## config.mk

```make
export PLATFORM = sky130hd
export DESIGN_NAME = scan_path_select
export DESIGN_NICKNAME = d
export VERILOG_FILES = /design/src/rtl/scan_sel_pkg.sv /design/src/rtl/scan_sel_decode.sv /design/src/rtl/scan_sel_stage.sv /design/src/rtl/scan_sel_hold.sv /design/src/rtl/scan_sel_retime.sv /design/src/rtl/scan_path_select.sv
export SDC_FILE = /design/constraint.sdc
export NUM_CORES = 1
export LEC_CHECK = 0
export ABC_CLOCK_PERIOD_IN_PS = 2600
export BUFFER_PORTS_ARGS = -buffer_cell sky130_fd_sc_hd__buf_2
export CAP_MARGIN = 40
export CORE_AREA = 2 2 39 41
export CTS_BUF_LIST = sky130_fd_sc_hd__clkbuf_8 sky130_fd_sc_hd__clkbuf_16
export CTS_CLUSTER_DIAMETER = 30
export DETAILED_ROUTE_END_ITERATION = 12
export DIE_AREA = 0 0 41 43
export PLACE_DENSITY = 0.65
export SYNTH_ARGS = -nofsm -noshare
export SYNTH_HDL_FRONTEND = slang
export SYNTH_SLANG_ARGS = --single-unit
export TNS_END_PERCENT = 100
```

## constraint.sdc

```tcl
create_clock -name tck -period 2.6 [get_ports tck]
set_input_delay 0.39 -clock tck [delete_from_list [all_inputs] [get_ports tck]]
set_output_delay 0.39 -clock tck [all_outputs]
set_load 0.05 [all_outputs]
```

## src/rtl/scan_sel_pkg.sv

```systemverilog
package scan_sel_pkg;

    localparam int SS_DEF_WIDTH = 5;
    localparam int SS_DEF_RESET_CHAIN = 3;

    typedef enum logic [1:0] {
        SS_HOLD    = 2'd0,
        SS_CAPTURE = 2'd1,
        SS_SHIFT   = 2'd2,
        SS_UPDATE  = 2'd3
    } ss_op_e;

    // Ordering of overlapping strobes: capture, then shift, then update.
    function automatic ss_op_e ss_pick_op(input logic en, input logic cap,
                                          input logic sh, input logic upd);
        if (!en)  return SS_HOLD;
        if (cap)  return SS_CAPTURE;
        if (sh)   return SS_SHIFT;
        if (upd)  return SS_UPDATE;
        return SS_HOLD;
    endfunction

endpackage

```

## src/rtl/scan_sel_decode.sv

```systemverilog
module scan_sel_decode
    import scan_sel_pkg::*;
(
    input  logic   sel_active,
    input  logic   capture_dr,
    input  logic   shift_dr,
    input  logic   update_dr,
    output ss_op_e op
);

    always_comb begin
        op = ss_pick_op(sel_active, capture_dr, shift_dr, update_dr);
    end

endmodule

```

## src/rtl/scan_sel_stage.sv

```systemverilog
module scan_sel_stage
    import scan_sel_pkg::*;
#(
    parameter int WIDTH = SS_DEF_WIDTH
) (
    input  logic             tck,
    input  logic             rst,
    input  ss_op_e           op,
    input  logic             tdi,
    output logic [WIDTH-1:0] stage_q
);

    // Marker pattern: only the top bit set.
    localparam logic [WIDTH-1:0] MARKER = {1'b1, {(WIDTH-1){1'b0}}};

    logic [WIDTH-1:0] shifted;

    for (genvar i = 0; i < WIDTH; i++) begin : g_bit
        if (i == WIDTH - 1) begin : g_top
            assign shifted[i] = tdi;
        end else begin : g_mid
            assign shifted[i] = stage_q[i+1];
        end
    end

    always_ff @(posedge tck) begin
        if (rst) begin
            stage_q <= '0;
        end else begin
            case (op)
                SS_CAPTURE: stage_q <= MARKER;
                SS_SHIFT:   stage_q <= shifted;
                default:    stage_q <= stage_q;
            endcase
        end
    end

endmodule

```

## src/rtl/scan_sel_hold.sv

```systemverilog
module scan_sel_hold
    import scan_sel_pkg::*;
#(
    parameter int WIDTH       = SS_DEF_WIDTH,
    parameter int RESET_CHAIN = SS_DEF_RESET_CHAIN
) (
    input  logic             tck,
    input  logic             rst,
    input  ss_op_e           op,
    input  logic [WIDTH-1:0] stage_q,
    output logic [WIDTH-1:0] chain_q
);

    localparam logic [WIDTH-1:0] RESET_VAL = WIDTH'(RESET_CHAIN);

    always_ff @(posedge tck) begin
        if (rst) begin
            chain_q <= RESET_VAL;
        end else if (op == SS_UPDATE) begin
            chain_q <= stage_q;
        end
    end

endmodule

```

## src/rtl/scan_sel_retime.sv

```systemverilog
module scan_sel_retime (
    input  logic tck,
    input  logic bit_in,
    output logic bit_out
);

    // Falling-edge launch gives the downstream device half a cycle of setup.
    always_ff @(negedge tck) begin
        bit_out <= bit_in;
    end

endmodule

```

## src/rtl/scan_path_select.sv

```systemverilog
module scan_path_select
    import scan_sel_pkg::*;
#(
    parameter int WIDTH       = SS_DEF_WIDTH,
    parameter int RESET_CHAIN = SS_DEF_RESET_CHAIN
) (
    input  logic             tck,
    input  logic             rst,
    input  logic             tdi,
    input  logic             sel_active,
    input  logic             capture_dr,
    input  logic             shift_dr,
    input  logic             update_dr,
    output logic             tdo,
    output logic [WIDTH-1:0] chain_sel
);

    ss_op_e           op;
    logic [WIDTH-1:0] stage_q;

    scan_sel_decode u_decode (
        .sel_active (sel_active),
        .capture_dr (capture_dr),
        .shift_dr   (shift_dr),
        .update_dr  (update_dr),
        .op         (op)
    );

    scan_sel_stage #(.WIDTH(WIDTH)) u_stage (
        .tck     (tck),
        .rst     (rst),
        .op      (op),
        .tdi     (tdi),
        .stage_q (stage_q)
    );

    scan_sel_hold #(.WIDTH(WIDTH), .RESET_CHAIN(RESET_CHAIN)) u_hold (
        .tck     (tck),
        .rst     (rst),
        .op      (op),
        .stage_q (stage_q),
        .chain_q (chain_sel)
    );

    scan_sel_retime u_retime (
        .tck     (tck),
        .bit_in  (stage_q[0]),
        .bit_out (tdo)
    );

endmodule

```

==> impl_metrics.env, run 1 <==
export IMPL_grt_antenna_before_repair=0
export IMPL_layout_common_cells="buf_2 (12), dfxtp_1 (11)"
export IMPL_fin_tns_setup_ps=0
export IMPL_relSlewSlack_pct=78.30
export IMPL_cp_max_fo=1
export IMPL_path_clk_slew_ps=50
export IMPL_via_per_inst=4.697
export IMPL_ir_drop_mv=0.2334
export IMPL_p_per_area_nw_per_um2=674.4
export IMPL_synth_top_area_share_pct=47.70
export IMPL_setup_viol=0
export IMPL_postCtsSetupBuffers=0
export IMPL_status="finished, final reports clean"
export IMPL_drt_iter0_markers=0
export IMPL_rsz0062_at_grt="no"
export IMPL_startpoint="u_retime.bit_out$_DFF_N_"
export IMPL_hold_viol=0
export IMPL_path_depth=1
export IMPL_post_drt_wl_per_cell_um=10.12
export IMPL_die_area_um2=1763
export IMPL_multi_input_area_um2=210.2
export IMPL_ys_ff_latch=11
export IMPL_drv_slew=0
export IMPL_ff2ff_setup_slack_ps=920
export IMPL_cp_num_buf_inv=1
export IMPL_fill_cells=149
export IMPL_layout_drive_gt1_share_pct=25.00
export IMPL_syn_inst=47
export IMPL_grt_overflow=0
export IMPL_power_frac_comb_pct=8.8
export IMPL_dr_pass1_iters=1
export IMPL_setup_ws_ps=65.03
export IMPL_worst_pin_slew_ps=325.5
export IMPL_cts_tree="yes"
export IMPL_dp_hpwl_um=548.4
export IMPL_timing_critical_path_to_type="output pin"
export IMPL_path_cells="buf_2"
export IMPL_grt_max_degree=11
export IMPL_synth_seq_area_share_pct=47.70
export IMPL_critPathMaxStageDelay_ps=300
export IMPL_r2r_start="u_stage.stage_q[0]$_SDFFE_PP0P_"
export IMPL_nets=70
export IMPL_numCtsBuffers=3
export IMPL_die_h_um=43
export IMPL_p_sw_share_pct=22.54
export IMPL_clock_latency_ps=300
export IMPL_drtAntennaViolNets=0
export IMPL_final_core_util_pct=40.42
export IMPL_place_ws_ps=361.5
export IMPL_h_tree_depth=1
export IMPL_crit_path_start_kind="flip-flop"
export IMPL_syn_cell_area_um2=461.7
export IMPL_yosysWarnings=0
export IMPL_row_count=14
export IMPL_area_delta_synth_final_pct=21.14
export IMPL_final_common_cell="buf_2"
export IMPL_port_buffers=12
export IMPL_r2r_cells=0
export IMPL_crit_end="tdo"
export IMPL_crit_slowest_cell="dfxtp_1"
export IMPL_track_usage_pct=12.50
export IMPL_maxCapViolCount=0
export IMPL_avgSynthCellArea_um2=9.823
export IMPL_diodes=0
export IMPL_regArea_um2=220.2
export IMPL_yosysUniqueCellTypes=16
export IMPL_clockPowerShare_pct=44.9
export IMPL_start_util_pct=33.36
export IMPL_root_buffer="clkbuf_8"
export IMPL_power_switching_uw=85.01
export IMPL_cts_resized=0
export IMPL_p_int_uw=292.2
export IMPL_grt_pass1_vias=340
export IMPL_cts_sinks=11
export IMPL_crit_type="reg -> out"
export IMPL_drt_total_wl_um=769
export IMPL_drc=0
export IMPL_cts_hold_buf=0
export IMPL_clock_skew_ps=62.34
export IMPL_ios=13
export IMPL_vias=357
export IMPL_clockBufferDepth=2
export IMPL_required_ps=2210
export IMPL_critPathTopFamily="flip-flops"
export IMPL_grt_pass1_wl_mm=1.366
export IMPL_r2r_end="u_retime.bit_out$_DFF_N_"
export IMPL_yosysTopAreaCell="dfxtp_1"
export IMPL_die_w_um=41
export IMPL_holdCritStartpoint="rst"
export IMPL_synth_area_leaders="dfxtp_1 (48%), mux2i_1 (6.5%), nand3b_1 (6.5%)"
export IMPL_seq_power_share_pct=46.3
export IMPL_gp_congestion=0.7352
export IMPL_hp_class="in -> reg"
export IMPL_worstPathArrival_ps=2140
export IMPL_synth_nets=56
export IMPL_p_leak_uw=0.0002304
export IMPL_core_um2=1384
[cell usage after synthesis]
library cell and n:
dfxtp_1 11, a21oi_1 4, nand2_1 4, nand3b_1 4, nor2_1 4, nor2b_1 4
mux2i_1 3, a211o_1 2, buf_6 2, ha_1 2, nor3b_1 2, buf_2 1
inv_1 1, nor3_1 1, o21a_1 1, o21ai_0 1
[layer usage]
| layer | track usage (%) | part of all wire, % | vias up |
|---|---|---|---|
| met4 | 14.00 | 4.9 | 0 |
| li1 | - | - | 185 |
| met1 | 13.36 | 44 | 159 |
| met2 | 16.56 | 45 | 9 |
| met3 | 4.712 | 5.1 | 4 |
| met5 | 0 | 0 | - |
[power groups by stage]
| stage | clock network [uW] | registers, uW | logic [uW] |
|---|---|---|---|
| global placement | 4.81 | 177 | 33.4 |
| global route | 186 | 175 | 37.3 |
| finish | 170 | 175 | 33.2 |
| CTS | 176 | 174 | 33.5 |
| detailed placement | 4.81 | 178 | 33.3 |
| floorplan | 4.81 | 182 | 23.1 |
[stage by stage]
| step | power, uW | area [um^2] | hold slack [ps] | cells |
|---|---|---|---|---|
| 6_report | 377.2 | 559.3 | 454.1 | 76 |
| 4_1_cts | 383.5 | 559.3 | 451.4 | 76 |
| 5_1_grt | 398.5 | 559.3 | 464.0 | 76 |
| 3_5_place_dp | 215.9 | 514.2 | 465.6 | 72 |
| 3_3_place_gp | 215.7 | 514.2 | 457.4 | 72 |
| 2_1_floorplan | 210.3 | 461.7 | 442.3 | 47 |
[how the worst min path moves through the flow]
stage,end,slack [ps],depth (start not counted)
4_1_cts,u_stage.stage_q[0]$_SDFFE_PP0P_,450,2
5_1_grt,u_stage.stage_q[0]$_SDFFE_PP0P_,460,2
6_report,u_stage.stage_q[0]$_SDFFE_PP0P_,450,2
2_1_floorplan,u_stage.stage_q[0]$_SDFFE_PP0P_,440,2
3_5_place_dp,u_stage.stage_q[2]$_SDFFE_PP0P_,470,2
3_3_place_gp,u_stage.stage_q[0]$_SDFFE_PP0P_,460,2
[state kept, by name, summed over array words and instances (netlist names)]
name	count
u_stage.stage_q	5
u_retime.bit_out	1
u_hold.chain_q	5
[final cells by class]
type,instances,share of cell area [%]
Multi-Input combinational cell,32,37.58
Sequential cell,11,39.37
Tap cell,16,3.579
Clock inverter,2,1.342
Clock buffer,3,7.383
Timing Repair Buffer,12,10.74
[cell families after synthesis]
family                   count (synthesis)  share of synthesized area, %
AND/OR/NAND/NOR                         19                         22.76
flip-flops                              11                         47.70
AO/OA/AOI/OAI                            8                         10.84
buffers and inverters                    4                         6.773
multiplexers                             3                         6.504
adder cells (fa/ha/maj)                  2                         5.419
Power figures use the tool's default switching activity.
==> run 2: changes to the inputs <==
REMOVE_ABC_BUFFERS = 1   (was not set)
==> run 2 against run 1 <==
  * Die area did not move
  * Register-to-register slack barely moved
  * First-iteration DRC count rose by 6
  * Sequential share of layout area did not move
  * Sequential cell count did not move
  * Largest cell class unchanged
  * Critical endpoint unchanged
  * Wire length fell by 3.9%
==> impl_metrics.env, run 2 (synthesized netlist as in run 1, its figures left out) <==
export IMPL_status="finished, final reports clean"
export IMPL_path_clk_slew_ps=50
export IMPL_required_ps=2210
export IMPL_die_w_um=41
export IMPL_worstPathArrival_ps=2130
export IMPL_ir_drop_mv=0.2600
export IMPL_drt_total_wl_um=739
export IMPL_track_usage_pct=9.788
export IMPL_p_leak_uw=0.0002304
export IMPL_drtAntennaViolNets=0
export IMPL_fin_tns_setup_ps=0
export IMPL_fin_cells=76
export IMPL_final_common_cell="buf_2"
export IMPL_root_buffer="clkbuf_8"
export IMPL_clock_latency_ps=290
export IMPL_crit_type="reg -> out"
export IMPL_area_delta_synth_final_pct=21.14
export IMPL_postCtsSetupBuffers=0
export IMPL_grt_pass1_wl_mm=1.131
export IMPL_relSlewSlack_pct=79.12
export IMPL_cp_num_buf_inv=1
export IMPL_worst_pin_slew_ps=313.2
export IMPL_met2_length_um=336
export IMPL_critPathMaxStageDelay_ps=290
export IMPL_vias=346
export IMPL_hp_class="in -> reg"
export IMPL_drt_iter0_markers=6
export IMPL_layout_drive_gt1_share_pct=25.00
export IMPL_cts_hold_buf=0
export IMPL_nets=70
export IMPL_regArea_um2=220.2
export IMPL_die_area_um2=1763
export IMPL_finalInstanceArea_um2=559.3
export IMPL_grt_antenna_before_repair=0
export IMPL_dr_pass1_iters=4
export IMPL_multi_input_area_um2=210.2
export IMPL_fill_cells=147
export IMPL_dp_cells=72
export IMPL_layout_common_cells="buf_2 (12), dfxtp_1 (11)"
export IMPL_ios=13
export IMPL_gp_congestion=0.7109
export IMPL_die_h_um=43
export IMPL_grt_max_degree=11
export IMPL_hold_viol=0
export IMPL_diodes=0
export IMPL_cts_tree="yes"
export IMPL_crit_slowest_cell="dfxtp_1"
export IMPL_drv_slew=0
export IMPL_via_per_inst=4.553
export IMPL_grt_pass1_vias=314
export IMPL_dpl_cell_area_um2=514.2
export IMPL_clockBufferDepth=2
export IMPL_post_drt_wl_per_cell_um=9.724
export IMPL_top_layer="met4"
export IMPL_p_per_area_nw_per_um2=669.0
export IMPL_row_count=14
export IMPL_grt_overflow=0
export IMPL_h_tree_depth=1
export IMPL_rsz0062_at_grt="no"
export IMPL_wl_met3_um=51
export IMPL_met1_length_um=343
export IMPL_crit_path_start_kind="flip-flop"
export IMPL_cp_max_fo=1
export IMPL_reg_top3="u_hold.chain_q (5), u_stage.stage_q (5), u_retime.bit_out (1)"
export IMPL_critPathTopFamily="flip-flops"
export IMPL_maxCapViolCount=0
export IMPL_cts_resized=0
export IMPL_start_util_pct=33.36
export IMPL_holdWs_ps=455.2
export IMPL_drc=0
export IMPL_path_cells="buf_2"
export IMPL_numCtsBuffers=3
export IMPL_clock_skew_ps=60.45
export IMPL_port_buffers=12
export IMPL_setup_viol=0
export IMPL_cts_sinks=11
export IMPL_core_um2=1384
export IMPL_timing_critical_path_to_type="output pin"
## run 2: final cells by class
class,instances,share of cell area (%)
Tap cell,16,3.579
Multi-Input combinational cell,32,37.58
Timing Repair Buffer,12,10.74
Clock inverter,2,1.342
Sequential cell,11,39.37
Clock buffer,3,7.383
## run 2: per-stage QoR
stage,setup slack [ps],total power [uW],util (%)
2_1_floorplan,322.7,204.1,-
3_3_place_gp,383.7,215.3,37.16
3_5_place_dp,379.6,215.9,37.16
4_1_cts,74.72,377.9,40.42
5_1_grt,47.62,391.7,40.42
6_report,84.53,374.1,40.42
## run 2: where the power goes
| part | leakage [uW] | switching (uW) | internal [uW] |
|---|---|---|---|
| logic | 0.000109 | 19.1 | 14.3 |
| registers | 0.0000891 | 1.91 | 173 |
| clock network | 0.0000322 | 61.1 | 105 |
## run 2: final timing paths
path                              startpoint                         endpoint  slack, ps  depth (start not counted)
max                 u_retime.bit_out$_DFF_N_                              tdo         80                          1
min                                      rst  u_stage.stage_q[1]$_SDFFE_PP0P_        460                          2
max reg2reg  u_stage.stage_q[0]$_SDFFE_PP0P_         u_retime.bit_out$_DFF_N_        930                          0
min reg2reg  u_stage.stage_q[0]$_SDFFE_PP0P_  u_stage.stage_q[0]$_SDFFE_PP0P_        470                          2
## run 2: per-layer routing
metal / vias to the layer above / track usage [%]
met4: 0 / 8.000
met5: - / 0
met2: 12 / 14.06
met1: 148 / 10.13
met3: 2 / 4.712
li1: 184 / -
==> run 3: changes to the inputs <==
RECOVER_POWER = 25   (was not set)
==> run 3 against run 2 <==
  * Count of clock-buffer cells in the layout unchanged
  * Critical path type unchanged
  * Sequential power hardly changed
  * Utilization decreased by 0.36 points
  * Global-route usage stayed put
  * Critical endpoint unchanged
  * Sequential share of layout area grew 0.36 points
  * Power about the same
  * Wire length is 1.1% higher
  * Sequential cell count stayed put
  * Critical path depth unchanged
  * Cell count stayed put
  * Die area did not move
==> impl_metrics.env, run 3 (synthesized netlist as in run 1, its figures left out) <==
export IMPL_status="finished, final reports clean"
export IMPL_drv_slew=0
export IMPL_post_drt_wl_per_cell_um=9.829
export IMPL_finalInstanceArea_um2=554.3
export IMPL_critPathMaxStageDelay_ps=290
export IMPL_die_area_um2=1763
export IMPL_p_leak_uw=0.0002190
export IMPL_start_util_pct=33.36
export IMPL_path_clk_slew_ps=50
export IMPL_root_buffer="clkbuf_8"
export IMPL_crit_type="reg -> out"
export IMPL_grt_pass1_wl_mm=1.131
export IMPL_required_ps=2210
export IMPL_ir_drop_mv=0.2682
export IMPL_rsz0062_at_grt="no"
export IMPL_postCtsSetupBuffers=0
export IMPL_drt_total_wl_um=747
export IMPL_reg_top3="u_hold.chain_q (5), u_stage.stage_q (5), u_retime.bit_out (1)"
export IMPL_numCtsBuffers=3
export IMPL_cp_max_fo=1
export IMPL_die_w_um=41
export IMPL_drtAntennaViolNets=0
export IMPL_drc=0
export IMPL_clock_skew_ps=60.45
export IMPL_cp_num_buf_inv=1
export IMPL_h_tree_depth=1
export IMPL_area_delta_synth_final_pct=20.05
export IMPL_diodes=0
export IMPL_dpl_cell_area_um2=514.2
export IMPL_clock_latency_ps=290
export IMPL_grt_pass1_vias=314
export IMPL_grt_overflow=0
export IMPL_dr_pass1_iters=4
export IMPL_cts_resized=0
export IMPL_final_common_cell="dfxtp_1"
export IMPL_port_buffers=12
export IMPL_layout_common_cells="dfxtp_1 (11), buf_2 (8)"
export IMPL_timing_critical_path_to_type="output pin"
export IMPL_cts_hold_buf=0
export IMPL_via_per_inst=4.539
export IMPL_grt_antenna_before_repair=0
export IMPL_fin_tns_setup_ps=0
export IMPL_crit_path_start_kind="flip-flop"
export IMPL_p_per_area_nw_per_um2=674.4
export IMPL_clockBufferDepth=2
export IMPL_cts_tree="yes"
export IMPL_path_cells="buf_2"
export IMPL_crit_slowest_cell="dfxtp_1"
export IMPL_core_um2=1384
export IMPL_hp_class="in -> reg"
export IMPL_worstPathArrival_ps=2130
export IMPL_relSlewSlack_pct=60.77
export IMPL_layout_drive_gt1_share_pct=18.33
export IMPL_track_usage_pct=9.788
export IMPL_die_h_um=43
export IMPL_drt_iter0_markers=6
export IMPL_setup_viol=0
export IMPL_critPathTopFamily="flip-flops"
export IMPL_nets=70
export IMPL_row_count=14
export IMPL_cts_sinks=11
export IMPL_ff2ff_setup_slack_ps=930
export IMPL_hold_viol=0
export IMPL_gp_congestion=0.7109
export IMPL_worst_pin_slew_ps=591.0
export IMPL_maxCapViolCount=0
export IMPL_vias=345
export IMPL_grt_max_degree=11
export IMPL_ios=13
## run 3: changes by cell type in the layout (fill, tap and decap cells not counted), sizes merged
cell    delta
buf        -4
clkbuf     +4
## run 3: cell type report
class | instances | area [um^2]
Timing Repair Buffer | 12 | 55.05
Multi-Input combinational cell | 32 | 210.2
Clock buffer | 3 | 41.29
Tap cell | 16 | 20.02
Clock inverter | 2 | 7.507
Sequential cell | 11 | 220.2
Fill cell | 150 | 829.5
## run 3: power breakdown
| part | switching, uW | internal, uW |
|---|---|---|
| combinational | 19.2 | 13.9 |
| sequential | 1.97 | 173 |
| clock | 61.1 | 105 |
| total | 82.2 | 292 |
## run 3: worst paths after layout
check,startpoint,to,cells past startpoint
setup reg to reg,u_stage.stage_q[0]$_SDFFE_PP0P_,u_retime.bit_out$_DFF_N_,0
hold reg to reg,u_stage.stage_q[0]$_SDFFE_PP0P_,u_stage.stage_q[0]$_SDFFE_PP0P_,2
hold / removal,rst,u_stage.stage_q[1]$_SDFFE_PP0P_,2
setup / recovery,u_retime.bit_out$_DFF_N_,tdo,1
## run 3: layer usage
layer	track usage, %	vias up	wire length, um
met4	8.000	0	8
li1	-	184	-
met3	4.712	2	53
met5	0	-	0
met1	10.13	147	349
met2	14.06	12	336
## run 3: metrics by stage
stage                     util [%]  total power, uW  instances  setup WS, ps  hold WS (ps)
after floorplan                  -            204.1         44         322.7         436.3
after global placement       37.16            215.3         72         383.7         457.4
after detailed placement     37.16            215.9         72         379.6         462.9
after CTS                    40.42            377.9         76         74.72         456.5
after global routing         40.05            391.3         76         47.62         476.9
final                        40.05            373.8         76         84.53         455.3
